`config.mk`:
```
export PLATFORM = sky130hd
export DESIGN_NAME = rel_addr_gen
export DESIGN_NICKNAME = d
export VERILOG_FILES = /design/src/rtl/rag_pkg.sv /design/src/rtl/rag_mode_decode.sv /design/src/rtl/rag_offset_alu.sv /design/src/rtl/rag_fetch_seq.sv /design/src/rtl/rel_addr_gen.sv
export SDC_FILE = /design/constraint.sdc
export NUM_CORES = 1
export LEC_CHECK = 0
export BUFFER_PORTS_ARGS = -buffer_cell sky130_fd_sc_hd__clkbuf_2
export CELL_PAD_IN_SITES_DETAIL_PLACEMENT = 0
export CELL_PAD_IN_SITES_GLOBAL_PLACEMENT = 2
export CORE_ASPECT_RATIO = 0.6
export CORE_MARGIN = 10
export CORE_UTILIZATION = 28
export CTS_CLUSTER_DIAMETER = 120
export DETAILED_ROUTE_END_ITERATION = 12
export GPL_ROUTABILITY_DRIVEN = 0
export PLACE_DENSITY = 0.85
export SLEW_MARGIN = 20
export SYNTH_ARGS = -nofsm -noshare
export SYNTH_HDL_FRONTEND = slang
export SYNTH_SLANG_ARGS = --single-unit
```
`constraint.sdc`:
```
create_clock -name clk -period 6.1 [get_ports clk]
set_input_delay 0.305 -clock clk [delete_from_list [all_inputs] [get_ports clk]]
set_output_delay 0.305 -clock clk [all_outputs]
set_load 0.05 [all_outputs]
```
`src/rtl/rag_pkg.sv`:
```
package rag_pkg;

    localparam int ADDR_W  = 15;
    localparam int FIELD_W = 10;
    localparam int WORD_W  = 48;
    localparam int WIDE_W  = ADDR_W + 1;

    typedef logic [ADDR_W-1:0]  addr_t;
    typedef logic [FIELD_W-1:0] field_t;
    typedef logic [WORD_W-1:0]  word_t;

    typedef enum logic [1:0] {
        OP_CALL    = 2'd0,
        OP_STORE   = 2'd1,
        OP_PRG_REL = 2'd2,
        OP_IO_REL  = 2'd3
    } op_e;

    typedef enum logic [2:0] {
        BS_TABLE = 3'd0,
        BS_MARK  = 3'd1,
        BS_SAVED = 3'd2,
        BS_INSTR = 3'd3,
        BS_ABS   = 3'd4
    } base_e;

    typedef struct packed {
        base_e  base;
        field_t index;
        logic   negate;
    } plan_t;

    typedef struct packed {
        addr_t addr;
        logic  err;
    } result_t;

    typedef enum logic [1:0] {
        SQ_IDLE = 2'd0,
        SQ_WAIT = 2'd1,
        SQ_CALC = 2'd2
    } seq_e;

    // Picks the base, the index width and the sign for one relative value.
    function automatic plan_t plan_relative(op_e op, logic sub, logic mark, field_t f);
        plan_t p;
        p.negate = 1'b0;
        if (!sub) begin
            p.base  = BS_TABLE;
            p.index = f;
        end else if (!f[FIELD_W-1]) begin
            p.base  = BS_TABLE;
            p.index = f & field_t'(10'h1FF);
        end else if (!f[FIELD_W-2]) begin
            p.base  = mark ? BS_SAVED : BS_MARK;
            p.index = f & field_t'(10'h0FF);
        end else if (!f[FIELD_W-3]) begin
            p.base  = (op == OP_CALL) ? BS_INSTR : BS_TABLE;
            p.index = f & field_t'(10'h07F);
        end else begin
            p.base   = mark ? BS_SAVED : BS_MARK;
            p.index  = f & field_t'(10'h07F);
            p.negate = 1'b1;
        end
        return p;
    endfunction

endpackage

```
`src/rtl/rag_mode_decode.sv`:
```
module rag_mode_decode
    import rag_pkg::*;
#(
    parameter int TAG_POS = 47
) (
    input  logic [1:0]  op_class,
    input  logic        sub_level,
    input  logic        mark_flag,
    input  field_t      rel_field,
    input  word_t       tos_word,
    output plan_t       plan,
    output addr_t       abs_addr
);
    op_e    op;
    field_t src;

    always_comb begin
        op       = op_e'(op_class);
        src      = (op == OP_STORE) ? tos_word[FIELD_W-1:0] : rel_field;
        abs_addr = tos_word[ADDR_W-1:0];
        if (op == OP_STORE && tos_word[TAG_POS]) begin
            plan.base   = BS_ABS;
            plan.index  = '0;
            plan.negate = 1'b0;
        end else begin
            plan = plan_relative(op, sub_level, mark_flag, src);
        end
    end
endmodule

```
`src/rtl/rag_offset_alu.sv`:
```
module rag_offset_alu
    import rag_pkg::*;
(
    input  addr_t   base,
    input  field_t  index,
    input  logic    negate,
    output result_t res
);
    localparam int PAD_W = WIDE_W - FIELD_W;

    logic [WIDE_W-1:0] base_x;
    logic [WIDE_W-1:0] idx_x;
    logic [WIDE_W-1:0] wide;

    always_comb begin
        base_x   = {1'b0, base};
        idx_x    = {{PAD_W{1'b0}}, index};
        wide     = negate ? (base_x - idx_x) : (base_x + idx_x);
        res.addr = wide[ADDR_W-1:0];
        res.err  = wide[WIDE_W-1];
    end
endmodule

```
`src/rtl/rag_fetch_seq.sv`:
```
module rag_fetch_seq
    import rag_pkg::*;
(
    input  logic clk,
    input  logic rst,
    input  logic start,
    input  logic need_fetch,
    input  logic mem_rvalid,
    output logic busy,
    output logic mem_req,
    output logic accept_direct,
    output logic accept_fetch,
    output logic capture_word,
    output logic finish_fetch
);
    seq_e state_q, state_d;

    always_comb begin
        state_d       = state_q;
        accept_direct = 1'b0;
        accept_fetch  = 1'b0;
        capture_word  = 1'b0;
        finish_fetch  = 1'b0;
        unique case (state_q)
            SQ_IDLE: begin
                if (start) begin
                    if (need_fetch) begin
                        accept_fetch = 1'b1;
                        state_d      = SQ_WAIT;
                    end else begin
                        accept_direct = 1'b1;
                    end
                end
            end
            SQ_WAIT: begin
                if (mem_rvalid) begin
                    capture_word = 1'b1;
                    state_d      = SQ_CALC;
                end
            end
            SQ_CALC: begin
                finish_fetch = 1'b1;
                state_d      = SQ_IDLE;
            end
            default: state_d = SQ_IDLE;
        endcase
    end

    always_ff @(posedge clk) begin
        if (rst) state_q <= SQ_IDLE;
        else     state_q <= state_d;
    end

    assign busy    = (state_q != SQ_IDLE);
    assign mem_req = (state_q == SQ_WAIT);
endmodule

```
`src/rtl/rel_addr_gen.sv`:
```
module rel_addr_gen
    import rag_pkg::*;
#(
    parameter int TAG_POS      = 47,
    parameter int SAVED_LSB    = 18,
    parameter int FRAME_OFFSET = 7
) (
    input  logic        clk,
    input  logic        rst,
    input  logic        start,
    input  logic [1:0]  op_class,
    input  logic        sub_level,
    input  logic        mark_flag,
    input  logic [9:0]  rel_field,
    input  logic [47:0] tos_word,
    input  logic [14:0] base_r,
    input  logic [14:0] base_f,
    input  logic [14:0] base_c,
    output logic        mem_req,
    output logic [14:0] mem_addr,
    input  logic        mem_rvalid,
    input  logic [47:0] mem_rdata,
    output logic        busy,
    output logic        done,
    output logic [14:0] eff_addr,
    output logic        range_err
);
    localparam addr_t OFFSET_A = addr_t'(FRAME_OFFSET);

    plan_t   live_plan, plan_q, use_plan;
    addr_t   abs_addr, saved_q, use_base, mem_addr_q;
    result_t alu_res, res_q;
    logic    done_q;
    logic    accept_direct, accept_fetch, capture_word, finish_fetch;
    logic    need_fetch;

    rag_mode_decode #(.TAG_POS(TAG_POS)) u_decode (
        .op_class  (op_class),
        .sub_level (sub_level),
        .mark_flag (mark_flag),
        .rel_field (rel_field),
        .tos_word  (tos_word),
        .plan      (live_plan),
        .abs_addr  (abs_addr)
    );

    assign need_fetch = (live_plan.base == BS_SAVED);

    rag_fetch_seq u_seq (
        .clk           (clk),
        .rst           (rst),
        .start         (start),
        .need_fetch    (need_fetch),
        .mem_rvalid    (mem_rvalid),
        .busy          (busy),
        .mem_req       (mem_req),
        .accept_direct (accept_direct),
        .accept_fetch  (accept_fetch),
        .capture_word  (capture_word),
        .finish_fetch  (finish_fetch)
    );

    always_comb begin
        use_plan = finish_fetch ? plan_q : live_plan;
        unique case (use_plan.base)
            BS_TABLE: use_base = base_r;
            BS_MARK:  use_base = base_f;
            BS_SAVED: use_base = saved_q;
            BS_INSTR: use_base = base_c;
            BS_ABS:   use_base = abs_addr;
            default:  use_base = base_r;
        endcase
    end

    rag_offset_alu u_alu (
        .base   (use_base),
        .index  (use_plan.index),
        .negate (use_plan.negate),
        .res    (alu_res)
    );

    always_ff @(posedge clk) begin
        if (rst) begin
            plan_q     <= '0;
            saved_q    <= '0;
            mem_addr_q <= '0;
            res_q      <= '0;
            done_q     <= 1'b0;
        end else begin
            if (accept_fetch) begin
                plan_q     <= live_plan;
                mem_addr_q <= base_r + OFFSET_A;
            end
            if (capture_word)
                saved_q <= mem_rdata[SAVED_LSB +: ADDR_W];
            done_q <= accept_direct | finish_fetch;
            if (accept_direct | finish_fetch)
                res_q <= alu_res;
        end
    end

    assign mem_addr  = mem_addr_q;
    assign done      = done_q;
    assign eff_addr  = res_q.addr;
    assign range_err = res_q.err;
endmodule

```
==> summary.txt <==
Outcome
  – Run status: completed

STA
  – F_max: 226 MHz
  – Setup repair after global routing missed its margin: false
  – Final hold viol count: 0
  – Final worst path period share: 72.6%
  – Number of endpoints failing setup at the final stage: 0
  – Worst Max-Slew Pin Slew: 0.969 ns
  – Setup TNS: 0 ns
  – Final worst path period need: 4.43 ns
  – Fin. max-slew vios: 0
  – Setup clock skew after layout: 0.00778 ns
  – Worst slew margin: 35.4%

Setup path
  – Required time of the critical path: 6.29 ns
  – Capturing element type of the critical path: flip-flop
  – Number of cells on the worst reg-to-reg path: 15
  – Worst setup path startpoint: u_seq.state_q[0]
  – Data arrival time at the worst-slack endpoint: 4.62 ns
  – Crit-path slowest cell: a211oi_2
  – Critical path endpoint: range_err
  – Endpoint of the worst register-to-register path: range_err
  – CP startpoint kind: flip-flop
  – Kind of cell adding the most delay to the critical path: compound AO/OA/AOI/OAI gates
  – Register-to-register setup slack: 1.67 ns
  – Largest fanout on the critical path: 24
  – Critical setup path kind: flip-flop to flip-flop
  – Worst flop-to-flop path startpoint: u_seq.state_q[0]
  – Slowest cell delay on critical path: 0.43 ns
  – Crit. path cell count: 15
  – Worst path bufs/invs: 1
  – Cells traversed along the worst timing path: nand2b_1, buf_4, or3_1, or2_1, a211oi_2, nor2_1, xor2_1, ha_1, a21o_1, a21o_1, a21oi_1, a21oi_1, a311oi_1, xor2_1, a211oi_2

Clocking
  – Number of buffers added to fix hold violations after cts: 0
  – Clk slew on worst S/H paths: 0.06 ns
  – Maximum clock path buffer count: 2
  – Cts repair resizes: 0
  – Number of sinks driven by the clock tree: 63
  – Clock Latency Late Sink: 0.34 ns
  – TritonCTS clock tree: done
  – Depth of the CTS H-tree: 3
  – Setup repair bufs after CTS: 0
  – Clock tree root driver cell: clkbuf_16
  – CTS Buf Count: 9

Cells and area
  – Finished Layout Cells: 855
  – Share of cells above drive strength 1: 28.7%
  – # diodes: 0
  – Filler Cells Inserted: 1,627
  – Design Area, Final: 5490 um^2
  – Layout overhead on the synthesized area: 23.8%
  – Post-layout nets: 824
  – Core occupancy in the finished layout: 35.6%

Power
  – Reported leakage power: 0.00233 uW
  – Share of power burned in registers: 31.6%
  – Peak supply drop: 136 uV
  – Fraction of power consumed by combinational cells: 29.8%
  – Switching share of power: 34.7%
  – Power per unit of standard cell area: 255 nW/um^2
  – Internal: 915 uW
  – Clock power frac: 38.6%
  – NetSw: 486 uW

Floorplanning
  – Die Footprint: 21,400 um^2
  – Number of top-level pins: 193
  – Die Wd: 182 um
  – Core ar.: 15,400 um^2
  – Height of the die: 117 um
  – Std-Cell Rows: 35
  – Initial Util: 28.8%

Logic synthesis
  – Area contributors post-synth: dfxtp_1, a21oi_1, nand2_1
  – Register area share after synthesis: 28.5%
  – Commonest register cell after synthesis: dfxtp_1
  – Area share of the largest cell type after synthesis: 28.5%
  – Cell Area, Synth: 4430 um^2
  – Most repeated cell in the gate-level netlist after synthesis: nand2_1
  – Count of cell types in the netlist: 73
  – Most common library cells after synthesis: nand2_1, dfxtp_1, a21oi_1
  – EDFF count, synth: 0
  – Share of flip-flops with an asynchronous set or reset: 0%
  – Number of nets in the synthesized netlist: 714
  – Flip-flop and latch count after synthesis: 63
  – Yosys warning total: 0
  – Synthesized instance count: 537
  – Post-Syn Area per Cell: 8.26 um^2
  – Largest area contributor in the netlist: dfxtp_1

Detailed routing
  – Total wire length: 16,000 um
  – Routed length per placed instance: 18.7 um
  – Iteration-0 DRC Markers: 515
  – DRC violations left: 0
  – Number of nets still failing antenna checks after routing: 0
  – Number of vias after detailed routing: 4,478
  – Pre-Repair DR Iteration Count: 6
  – Post-detailed-route via-to-cell ratio: 5.24

Flow run
  – Number of max-cap violations: 0

Global route
  – GR Util met3: 6.39%
  – Pin count of the biggest net entering global routing: 68
  – Vias in the first global route: 4,526
  – First-pass GRT wire length: 25,500 um
  – Antenna violations before repair: 0
  – Grt peak-use layer: met1
  – GRT Resource Usage Total: 14.9%
  – GRT met2 Usage: 20.2%
  – Residual overflow from global routing: 0
  – GR Util met1: 21.0%

Placed design
  – Total cell area at the placement stage: 5170 um^2
  – Placed cells: 839
  – Input/output buffers: 127
  – Post-DP HPWL: 12,700 um

Worst hold path
  – Hold WC Path Type: primary input to flip-flop
[power groups by stage]
stage          logic, uW  registers [uW]  clock network [uW]
5_1_grt              459             446                 568
6_report             417             443                 540
3_5_place_dp         413             452                   0
4_1_cts              416             443                 551
3_3_place_gp         407             452                   0
2_1_floorplan        231             514                   0
[cells in the final DEF (no fill, tap or decap), types with 14 or more instances in the layout]
master / Yosys / final
mux2i_1: 19 / 19
ha_1: 17 / 17
a21oi_1: 50 / 49
o21ai_0: 18 / 18
dfxtp_1: 63 / 63
nand2_1: 65 / 65
nor2_1: 47 / 47
clkbuf_2: 0 / 127
a211oi_1: 24 / 24
a222oi_1: 14 / 14
[kinds of logic (layout without fill, tap and decap cells)]
kind of cell / count (synthesis) / in the layout / share of synthesized area, %
AOI/OAI and AO/OA: 164 / 164 / 26.9
xor gates and xnor gates: 23 / 23 / 4.71
adders and majority gates: 18 / 18 / 5.25
buffers and inverters: 43 / 158 / 5.05
DFF: 63 / 63 / 28.5
muxes: 21 / 21 / 4.88
and+or+nand+nor: 205 / 205 / 24.8
[worst min-delay path, stage by stage]
cell      delay (ns)
clkbuf_2        0.08
nand2_1         0.04
a21oi_1         0.05
[state kept, by name, summed over array words and instances (netlist names)]
| register | flops |
|---|---|
| u_seq.state_q | 2 |
| eff_addr | 15 |
| plan_q | 14 |
| range_err | 1 |
| mem_addr | 15 |
| saved_q | 15 |
| done | 1 |
[metrics by stage]
step	setup slack (ns)	total power, uW	hold WS, ns
2_1_floorplan	2.55	745	0.401
6_report	1.67	1400	0.178
3_3_place_gp	1.32	859	0.443
3_5_place_dp	1.28	866	0.447
5_1_grt	1.28	1470	0.167
4_1_cts	1.63	1410	0.169
[layer usage]
| layer | wire (um) | share of wire [%] |
|---|---|---|
| met1 | 7840 | 49 |
| met2 | 6210 | 39 |
| met3 | 1780 | 11 |
| met4 | 154 | 0.96 |
| met5 | 0 | 0 |
[area by class of cell]
cell class / count / area (um^2) / share of cell area (%)
Timing Repair Buffer: 131 / 666 / 12.1
Tap cell: 203 / 254 / 4.63
Sequential cell: 63 / 1260 / 23.0
Multi-Input combinational cell: 431 / 2960 / 53.9
Clock buffer: 10 / 239 / 4.36
Clock inverter: 6 / 68.8 / 1.25
Inverter: 11 / 41.3 / 0.753
[worst min path at each step]
| stage | startpoint | cells after the start | endpoint | slack (ns) |
|---|---|---|---|---|
| 2_1_floorplan | base_r[0] | 1 | mem_addr[0] | 0.40 |
| 3_5_place_dp | eff_addr[13] | 2 | eff_addr[13] | 0.45 |
| 6_report | mem_rdata[32] | 3 | saved_q[14] | 0.18 |
| 3_3_place_gp | saved_q[11] | 2 | saved_q[11] | 0.44 |
| 4_1_cts | mem_rdata[32] | 3 | saved_q[14] | 0.17 |
| 5_1_grt | mem_rdata[32] | 3 | saved_q[14] | 0.17 |
(Power assumes the default switching activity.)
